File: config.mk
export PLATFORM = sky130hd
export DESIGN_NAME = shadow_timer
export DESIGN_NICKNAME = d
export VERILOG_FILES = /design/src/rtl/shtmr_pkg.sv /design/src/rtl/shtmr_cycle_tick.sv /design/src/rtl/shtmr_edge_sync.sv /design/src/rtl/shtmr_prescale.sv /design/src/rtl/shtmr_core.sv /design/src/rtl/shadow_timer.sv
export SDC_FILE = /design/constraint.sdc
export NUM_CORES = 1
export LEC_CHECK = 0
export ABC_CLOCK_PERIOD_IN_PS = 1950
export BUFFER_PORTS_ARGS = -buffer_cell sky130_fd_sc_hd__buf_2
export CAP_MARGIN = 5
export CORE_AREA = 2 2 75 77
export CTS_CLUSTER_SIZE = 24
export DETAILED_ROUTE_END_ITERATION = 8
export DIE_AREA = 0 0 77 79
export GPL_TIMING_DRIVEN = 0
export PLACE_DENSITY = 0.74
export SLEW_MARGIN = 5
export SYNTH_ARGS = -nofsm -noshare
export SYNTH_HDL_FRONTEND = slang
export SYNTH_SLANG_ARGS = --single-unit
File: constraint.sdc
create_clock -name clk -period 1.95 [get_ports clk]
set_input_delay 0.39 -clock clk [delete_from_list [all_inputs] [get_ports clk]]
set_output_delay 0.39 -clock clk [all_outputs]
set_load 0.05 [all_outputs]
File: src/rtl/shtmr_pkg.sv
package shtmr_pkg;
  localparam int BYTE_W = 8;

  typedef enum logic [1:0] {
    REG_CTRL = 2'd0,
    REG_LOW  = 2'd1,
    REG_HIGH = 2'd2,
    REG_STAT = 2'd3
  } reg_sel_e;

  typedef struct packed {
    logic       run;
    logic       narrow;
    logic       ext_src;
    logic       fall_edge;
    logic       pre_on;
    logic [2:0] pre_sel;
  } ctrl_t;

  localparam ctrl_t CTRL_RST = ctrl_t'(8'hFF);
endpackage

File: src/rtl/shtmr_cycle_tick.sv
module shtmr_cycle_tick #(
  parameter int DIV = 4
) (
  input  logic clk,
  input  logic rst_n,
  output logic tick_o
);
  localparam int PW = (DIV > 1) ? $clog2(DIV) : 1;

  logic [PW-1:0] phase_q, phase_d;

  assign tick_o = (phase_q == PW'(DIV - 1));

  always_comb begin
    if (tick_o) phase_d = '0;
    else        phase_d = phase_q + PW'(1);
  end

  always_ff @(posedge clk or negedge rst_n) begin
    if (!rst_n) phase_q <= '0;
    else        phase_q <= phase_d;
  end
endmodule

File: src/rtl/shtmr_edge_sync.sv
module shtmr_edge_sync #(
  parameter int STAGES = 2
) (
  input  logic clk,
  input  logic rst_n,
  input  logic pin_i,
  input  logic fall_sel_i,
  output logic pulse_o
);
  logic [STAGES:0] sh_q, sh_d;
  logic cur, prev;

  always_comb sh_d = {sh_q[STAGES-1:0], pin_i};

  always_ff @(posedge clk or negedge rst_n) begin
    if (!rst_n) sh_q <= '0;
    else        sh_q <= sh_d;
  end

  assign cur  = sh_q[STAGES-1];
  assign prev = sh_q[STAGES];

  always_comb begin
    if (fall_sel_i) pulse_o = prev & ~cur;
    else            pulse_o = cur & ~prev;
  end
endmodule

File: src/rtl/shtmr_prescale.sv
module shtmr_prescale #(
  parameter int SEL_W = 3
) (
  input  logic             clk,
  input  logic             rst_n,
  input  logic             src_i,
  input  logic             en_i,
  input  logic [SEL_W-1:0] sel_i,
  input  logic             clr_i,
  output logic             inc_o
);
  localparam int CW = 1 << SEL_W;

  logic [CW-1:0] pcnt_q, pcnt_d, mask;
  logic          wrap;

  always_comb begin
    mask = '0;
    for (int i = 0; i < CW; i++) begin
      if (i <= int'(sel_i)) mask[i] = 1'b1;
    end
  end

  assign wrap = ((pcnt_q & mask) == mask);

  always_comb begin
    if (en_i) inc_o = src_i & wrap;
    else      inc_o = src_i;
  end

  always_comb begin
    pcnt_d = pcnt_q;
    if (clr_i)              pcnt_d = '0;
    else if (src_i && en_i) pcnt_d = pcnt_q + CW'(1);
  end

  always_ff @(posedge clk or negedge rst_n) begin
    if (!rst_n) pcnt_q <= '0;
    else        pcnt_q <= pcnt_d;
  end
endmodule

File: src/rtl/shtmr_core.sv
module shtmr_core #(
  parameter int BYTE_W  = 8,
  parameter int INH_CYC = 2
) (
  input  logic                clk,
  input  logic                rst_n,
  input  logic                tick_i,
  input  logic                inc_i,
  input  logic                narrow_i,
  input  logic                wr_low_i,
  input  logic                wr_high_i,
  input  logic                rd_low_i,
  input  logic                clr_flag_i,
  input  logic [BYTE_W-1:0]   wdata_i,
  output logic [2*BYTE_W-1:0] count_o,
  output logic [BYTE_W-1:0]   hibuf_o,
  output logic                flag_o,
  output logic                ready_o,
  output logic                ovf_evt_o
);
  localparam int CW = 2 * BYTE_W;
  localparam int IW = $clog2(INH_CYC + 1);

  logic [CW-1:0]     cnt_q, cnt_d;
  logic [BYTE_W-1:0] hib_q, hib_d;
  logic [IW-1:0]     inh_q, inh_d;
  logic              flag_q, flag_d;
  logic              at_max;

  assign at_max    = narrow_i ? (&cnt_q[BYTE_W-1:0]) : (&cnt_q);
  assign ovf_evt_o = inc_i & at_max & ~wr_low_i;
  assign ready_o   = (inh_q == '0);

  always_comb begin
    cnt_d = cnt_q;
    if (wr_low_i) begin
      if (narrow_i) cnt_d = {cnt_q[CW-1:BYTE_W], wdata_i};
      else          cnt_d = {hib_q, wdata_i};
    end else if (inc_i) begin
      if (narrow_i) cnt_d = {cnt_q[CW-1:BYTE_W], cnt_q[BYTE_W-1:0] + BYTE_W'(1)};
      else          cnt_d = cnt_q + CW'(1);
    end
  end

  always_comb begin
    hib_d = hib_q;
    if (wr_high_i)                hib_d = wdata_i;
    else if (rd_low_i && !narrow_i) hib_d = cnt_q[CW-1:BYTE_W];
  end

  always_comb begin
    inh_d = inh_q;
    if (wr_low_i)                  inh_d = IW'(INH_CYC);
    else if (tick_i && !ready_o)   inh_d = inh_q - IW'(1);
  end

  always_comb begin
    flag_d = flag_q;
    if (ovf_evt_o)       flag_d = 1'b1;
    else if (clr_flag_i) flag_d = 1'b0;
  end

  always_ff @(posedge clk or negedge rst_n) begin
    if (!rst_n) begin
      cnt_q  <= '0;
      hib_q  <= '0;
      inh_q  <= '0;
      flag_q <= 1'b0;
    end else begin
      cnt_q  <= cnt_d;
      hib_q  <= hib_d;
      inh_q  <= inh_d;
      flag_q <= flag_d;
    end
  end

  assign count_o = cnt_q;
  assign hibuf_o = hib_q;
  assign flag_o  = flag_q;
endmodule

File: src/rtl/shadow_timer.sv
module shadow_timer
  import shtmr_pkg::*;
#(
  parameter int CYC_DIV     = 4,
  parameter int SYNC_STAGES = 2,
  parameter int INH_CYC     = 2
) (
  input  logic              clk,
  input  logic              rst_n,
  input  logic [1:0]        bus_addr,
  input  logic              bus_wr,
  input  logic              bus_rd,
  input  logic [BYTE_W-1:0] bus_wdata,
  output logic [BYTE_W-1:0] bus_rdata,
  input  logic              cnt_pin,
  output logic              ovf_irq
);
  localparam int CW = 2 * BYTE_W;

  ctrl_t             ctrl_q, ctrl_d;
  reg_sel_e          sel;
  logic              wr_ctrl, wr_low, wr_high, wr_stat, rd_low, clr_flag;
  logic              tick, edge_pulse, src_sel, src_gated, inc;
  logic              ready, ovf_evt, ovf_flag, narrow, run;
  logic [CW-1:0]     cnt_val;
  logic [BYTE_W-1:0] hib_val;

  assign sel      = reg_sel_e'(bus_addr);
  assign wr_ctrl  = bus_wr && (sel == REG_CTRL);
  assign wr_low   = bus_wr && (sel == REG_LOW);
  assign wr_high  = bus_wr && (sel == REG_HIGH);
  assign wr_stat  = bus_wr && (sel == REG_STAT);
  assign rd_low   = bus_rd && !bus_wr && (sel == REG_LOW);
  assign clr_flag = wr_stat && !bus_wdata[0];
  assign narrow   = ctrl_q.narrow;
  assign run      = ctrl_q.run;

  always_comb begin
    if (wr_ctrl) ctrl_d = ctrl_t'(bus_wdata);
    else         ctrl_d = ctrl_q;
  end

  always_ff @(posedge clk or negedge rst_n) begin
    if (!rst_n) ctrl_q <= CTRL_RST;
    else        ctrl_q <= ctrl_d;
  end

  shtmr_cycle_tick #(.DIV(CYC_DIV)) u_tick (
    .clk    (clk),
    .rst_n  (rst_n),
    .tick_o (tick)
  );

  shtmr_edge_sync #(.STAGES(SYNC_STAGES)) u_sync (
    .clk        (clk),
    .rst_n      (rst_n),
    .pin_i      (cnt_pin),
    .fall_sel_i (ctrl_q.fall_edge),
    .pulse_o    (edge_pulse)
  );

  assign src_sel   = ctrl_q.ext_src ? edge_pulse : tick;
  assign src_gated = run & ready & src_sel;

  shtmr_prescale #(.SEL_W(3)) u_pre (
    .clk   (clk),
    .rst_n (rst_n),
    .src_i (src_gated),
    .en_i  (ctrl_q.pre_on),
    .sel_i (ctrl_q.pre_sel),
    .clr_i (wr_low),
    .inc_o (inc)
  );

  shtmr_core #(.BYTE_W(BYTE_W), .INH_CYC(INH_CYC)) u_core (
    .clk        (clk),
    .rst_n      (rst_n),
    .tick_i     (tick),
    .inc_i      (inc),
    .narrow_i   (narrow),
    .wr_low_i   (wr_low),
    .wr_high_i  (wr_high),
    .rd_low_i   (rd_low),
    .clr_flag_i (clr_flag),
    .wdata_i    (bus_wdata),
    .count_o    (cnt_val),
    .hibuf_o    (hib_val),
    .flag_o     (ovf_flag),
    .ready_o    (ready),
    .ovf_evt_o  (ovf_evt)
  );

  always_comb begin
    case (sel)
      REG_CTRL: bus_rdata = ctrl_q;
      REG_LOW:  bus_rdata = cnt_val[BYTE_W-1:0];
      REG_HIGH: bus_rdata = hib_val;
      default:  bus_rdata = {{(BYTE_W-1){1'b0}}, ovf_flag};
    endcase
  end

  assign ovf_irq = ovf_flag;
endmodule

==> flow_metrics.env <==
export IMPL_final_setup_violating_endpoints=0
export IMPL_asyncSetResetFlopFracSynth=1.000
export IMPL_number_of_nets_still_failing_antenna_checks_after_routing=0
export IMPL_powerDensity_nw_per_um2=1014
export IMPL_num_vias=2488
export IMPL_final_critical_path_setup_slack_ps=36.17
export IMPL_crit_slowest_cell="sky130_fd_sc_hd__dfrtp_1"
export IMPL_power_net_switching_uw=1143
export IMPL_status="completed"
export IMPL_edff_count_synth=0
export IMPL_gp_congestion=0.8711
export IMPL_ys_top_cells_by_count="sky130_fd_sc_hd__nand2_1, sky130_fd_sc_hd__dfrtp_1, sky130_fd_sc_hd__o21ai_0"
export IMPL_critical_path_start_end_classification="register to register"
export IMPL_path_buf_inv=2
export IMPL_dpl_worst_slack_ps=-396.8
export IMPL_arrival_ps=2130
export IMPL_tightest_slew_ps=1054
export IMPL_synthDistinctLibCells=50
export IMPL_residual_overflow_from_global_routing=0
export IMPL_synth_cells=298
export IMPL_floorplan_initialDensity=0.5150
export IMPL_leak_uw=0.001493
export IMPL_synth_seq_area_share=0.4406
export IMPL_timing_max_slew_rel_slack=0.2973
export IMPL_routed_wirelength_um=7499
export IMPL_detail_route_iter0_violations=360
export IMPL_final_hold_viol_count=0
export IMPL_syn_cell_area_um2=2749
export IMPL_crit_chain="inv_1, o311a_1, a211o_4, a21boi_4, buf_6, nand2_2, o41ai_2"
export IMPL_num_nets_final=356
export IMPL_design_core_area_um2=5338
export IMPL_crit_path_max_fanout=7
export IMPL_htree_levels=2
export IMPL_synthTopCellsByArea="sky130_fd_sc_hd__dfrtp_1, sky130_fd_sc_hd__dfstp_2, sky130_fd_sc_hd__mux2i_1"
export IMPL_clk_pwr_share=0.291
export IMPL_max_vdd_ir_drop_uv=686.8
export IMPL_cpPeakStageDelay_ps=370
export IMPL_swShare=0.3359
export IMPL_end_kind="register"
export IMPL_die_y_um=79
export IMPL_timing_critical_path_required_ps=2170
export IMPL_clock_tree_from_tritoncts="yes"
export IMPL_post_dp_hpwl_um=4959
export IMPL_via_per_inst=6.068
export IMPL_slew_viol_final=0
export IMPL_number_of_detailed_route_iterations_in_the_first_pass=5
export IMPL_postSynth_topFlopCell="sky130_fd_sc_hd__dfrtp_1"
export IMPL_yosysTopAreaCell="sky130_fd_sc_hd__dfrtp_1"
export IMPL_max_cap_violations=0
export IMPL_grt_max_degree=49
export IMPL_tritoncts_num_buffers=5
export IMPL_grt_first_pass_wirelength_um=12040
export IMPL_worstHoldPathType="input port to register"
export IMPL_combinationalPowerShare=0.293
export IMPL_synth_seq_cells=48
export IMPL_number_of_placement_rows=27
export IMPL_placement_io_buffers=23
export IMPL_placement_cell_area_um2=2980
export IMPL_period_needed_ps=1914
export IMPL_route_detailed_wl_per_inst_um=18.29
export IMPL_cts_root_buf="sky130_fd_sc_hd__clkbuf_8"
export IMPL_design_area_um2=3357
export IMPL_die_w_um=77
export IMPL_netlist_area_leader_share=0.3641
export IMPL_clock_sinks=48
export IMPL_layout_area_overhead_vs_synth_pct=22.12
export IMPL_antenna_found_initial=0
export IMPL_first_global_vias=2434
export IMPL_p_int_uw=2260
export IMPL_die_area_um2=6083
export IMPL_worst_setup_hold_path_clk_slew_ps=100
export IMPL_worstSetupStartpointType="register"
export IMPL_synth_yosys_warnings=0
export IMPL_share_seq_of_total_power=0.416
export IMPL_setup_repair_after_global_routing_missed_its_margin="yes"
export IMPL_cp_top_family="compound AO/OA/AOI/OAI gates"
export IMPL_ctsLongestPathBuffers=2
export IMPL_final_min_period_over_clock_period=0.9815
export IMPL_design_portCount=24
export IMPL_synthMostInstantiatedCell="sky130_fd_sc_hd__nand2_1"
export IMPL_timing_clock_skew_ps=13.03
export IMPL_timing_fmax_mhz=522.5
export IMPL_detail_route_drc_violations=0
export IMPL_antenna_cells=0
export IMPL_cts_hold_buffers=0
export IMPL_track_usage=0.2554
export IMPL_clk_insertion_delay_late_ps=310
export IMPL_synthesis_area_per_instance_um2=9.224
export IMPL_mappedNetlistNets=317
export IMPL_drive_gt1_frac=0.2870
kinds of logic after synthesis:
kind of cell	share of synthesized area
and+or+nand+nor	0.2053
AOI/OAI and AO/OA	0.1507
muxes	0.1029
buffers and inverters	0.04096
xor gates and xnor gates	0.04142
adders and majority gates	0.01821
DFF	0.4406
routing by layer:
layer,vias up,wire [um],global-route usage
li1,1141,-,-
met1,1203,3186,0.3304
met2,116,3618,0.4167
met3,28,454,0.04545
met5,-,0,0
met4,0,240,0.1268
path summary, 6_finish.rpt:
| kind | slack (ps) | start | endpoint | cells past startpoint |
|---|---|---|---|---|
| hold reg to reg | 360 | u_sync.sh_q[0] | u_sync.sh_q[1] | 0 |
| max in group asynchronous | 1030 | rst_n | u_core.count_o[4] | 1 |
| setup reg to reg | 40 | u_pre.pcnt_q[4] | u_core.flag_o | 7 |
| hold / removal | 190 | cnt_pin | u_sync.sh_q[0] | 1 |
| min in group asynchronous | 270 | rst_n | u_core.count_o[2] | 1 |
| setup / recovery | 40 | u_pre.pcnt_q[4] | u_core.flag_o | 7 |
registers in the layout, summed over array words and instances (netlist names):
register and count:
u_tick.phase_q 2, narrow 1, ctrl_q 6, u_sync.sh_q 3, u_core.hibuf_o 8, u_core.flag_o 1, u_core.inh_q 2, u_core.count_o 16
u_pre.pcnt_q 8, run 1
per-stage QoR:
| step | total power [uW] | instances | util | setup TNS (ps) | hold slack [ps] |
|---|---|---|---|---|---|
| 3_3_place_gp | 2225 | 393 | 0.5584 | -9553 | 334.1 |
| 6_report | 3403 | 410 | 0.6289 | 0 | 190.4 |
| 3_5_place_dp | 2263 | 393 | 0.5584 | -11500 | 340.5 |
| 2_1_floorplan | 2009 | 298 | - | -50.37 | 94.41 |
| 4_1_cts | 3334 | 405 | 0.6095 | -5.554 | 181.5 |
| 5_1_grt | 3579 | 410 | 0.6289 | -447.4 | 179.9 |
final cells by class:
class                      instances  area [um2]
fill                             456        1981
clock inverter                     3       90.09
timing repair buffer              33       200.2
buffer                            17       105.1
clock buffer                       5       68.82
multi-input combinational        224        1562
sequential                        48        1211
inverter                           8       30.03
tap                               72       90.09
placed cells by master, fill, tap and decap left out, types with 3 or more instances in the layout:
master and instances:
sky130_fd_sc_hd__nand2_1 40, sky130_fd_sc_hd__dfrtp_1 40, sky130_fd_sc_hd__buf_2 26, sky130_fd_sc_hd__nor2_1 21
sky130_fd_sc_hd__o21ai_0 20, sky130_fd_sc_hd__mux2i_1 17, sky130_fd_sc_hd__a21oi_1 13, sky130_fd_sc_hd__buf_4 11
sky130_fd_sc_hd__nand3_1 11, sky130_fd_sc_hd__xnor2_1 10, sky130_fd_sc_hd__and3_1 8, sky130_fd_sc_hd__dfstp_2 8
sky130_fd_sc_hd__o21ai_2 7, sky130_fd_sc_hd__inv_1 7, sky130_fd_sc_hd__clkbuf_8 6, sky130_fd_sc_hd__mux2_2 6
sky130_fd_sc_hd__and2_1 5, sky130_fd_sc_hd__clkbuf_1 4, sky130_fd_sc_hd__buf_6 4, sky130_fd_sc_hd__clkbuf_2 3
sky130_fd_sc_hd__o211ai_1 3, sky130_fd_sc_hd__a31oi_1 3, sky130_fd_sc_hd__and4_1 3, sky130_fd_sc_hd__nand4b_1 3
sky130_fd_sc_hd__a21oi_2 3, sky130_fd_sc_hd__xor2_1 3, sky130_fd_sc_hd__ha_1 3, sky130_fd_sc_hd__bufinv_16 3
power by group through the flow:
stage / combinational, uW / sequential [uW] / clock (uW)
after floorplan: 652 / 1360 / 0
after global placement: 813 / 1410 / 0
after detailed placement: 840 / 1420 / 0
after CTS: 923 / 1410 / 1000
after global routing: 1090 / 1440 / 1050
final: 998 / 1410 / 991
repair_timing:
action	CTS	global route
cloned	0	1
pin swaps	2	6
resized for setup	23	18
buffers inserted	5	4
setup endpoints to repair	36	26
Power figures use the tool's default switching activity.
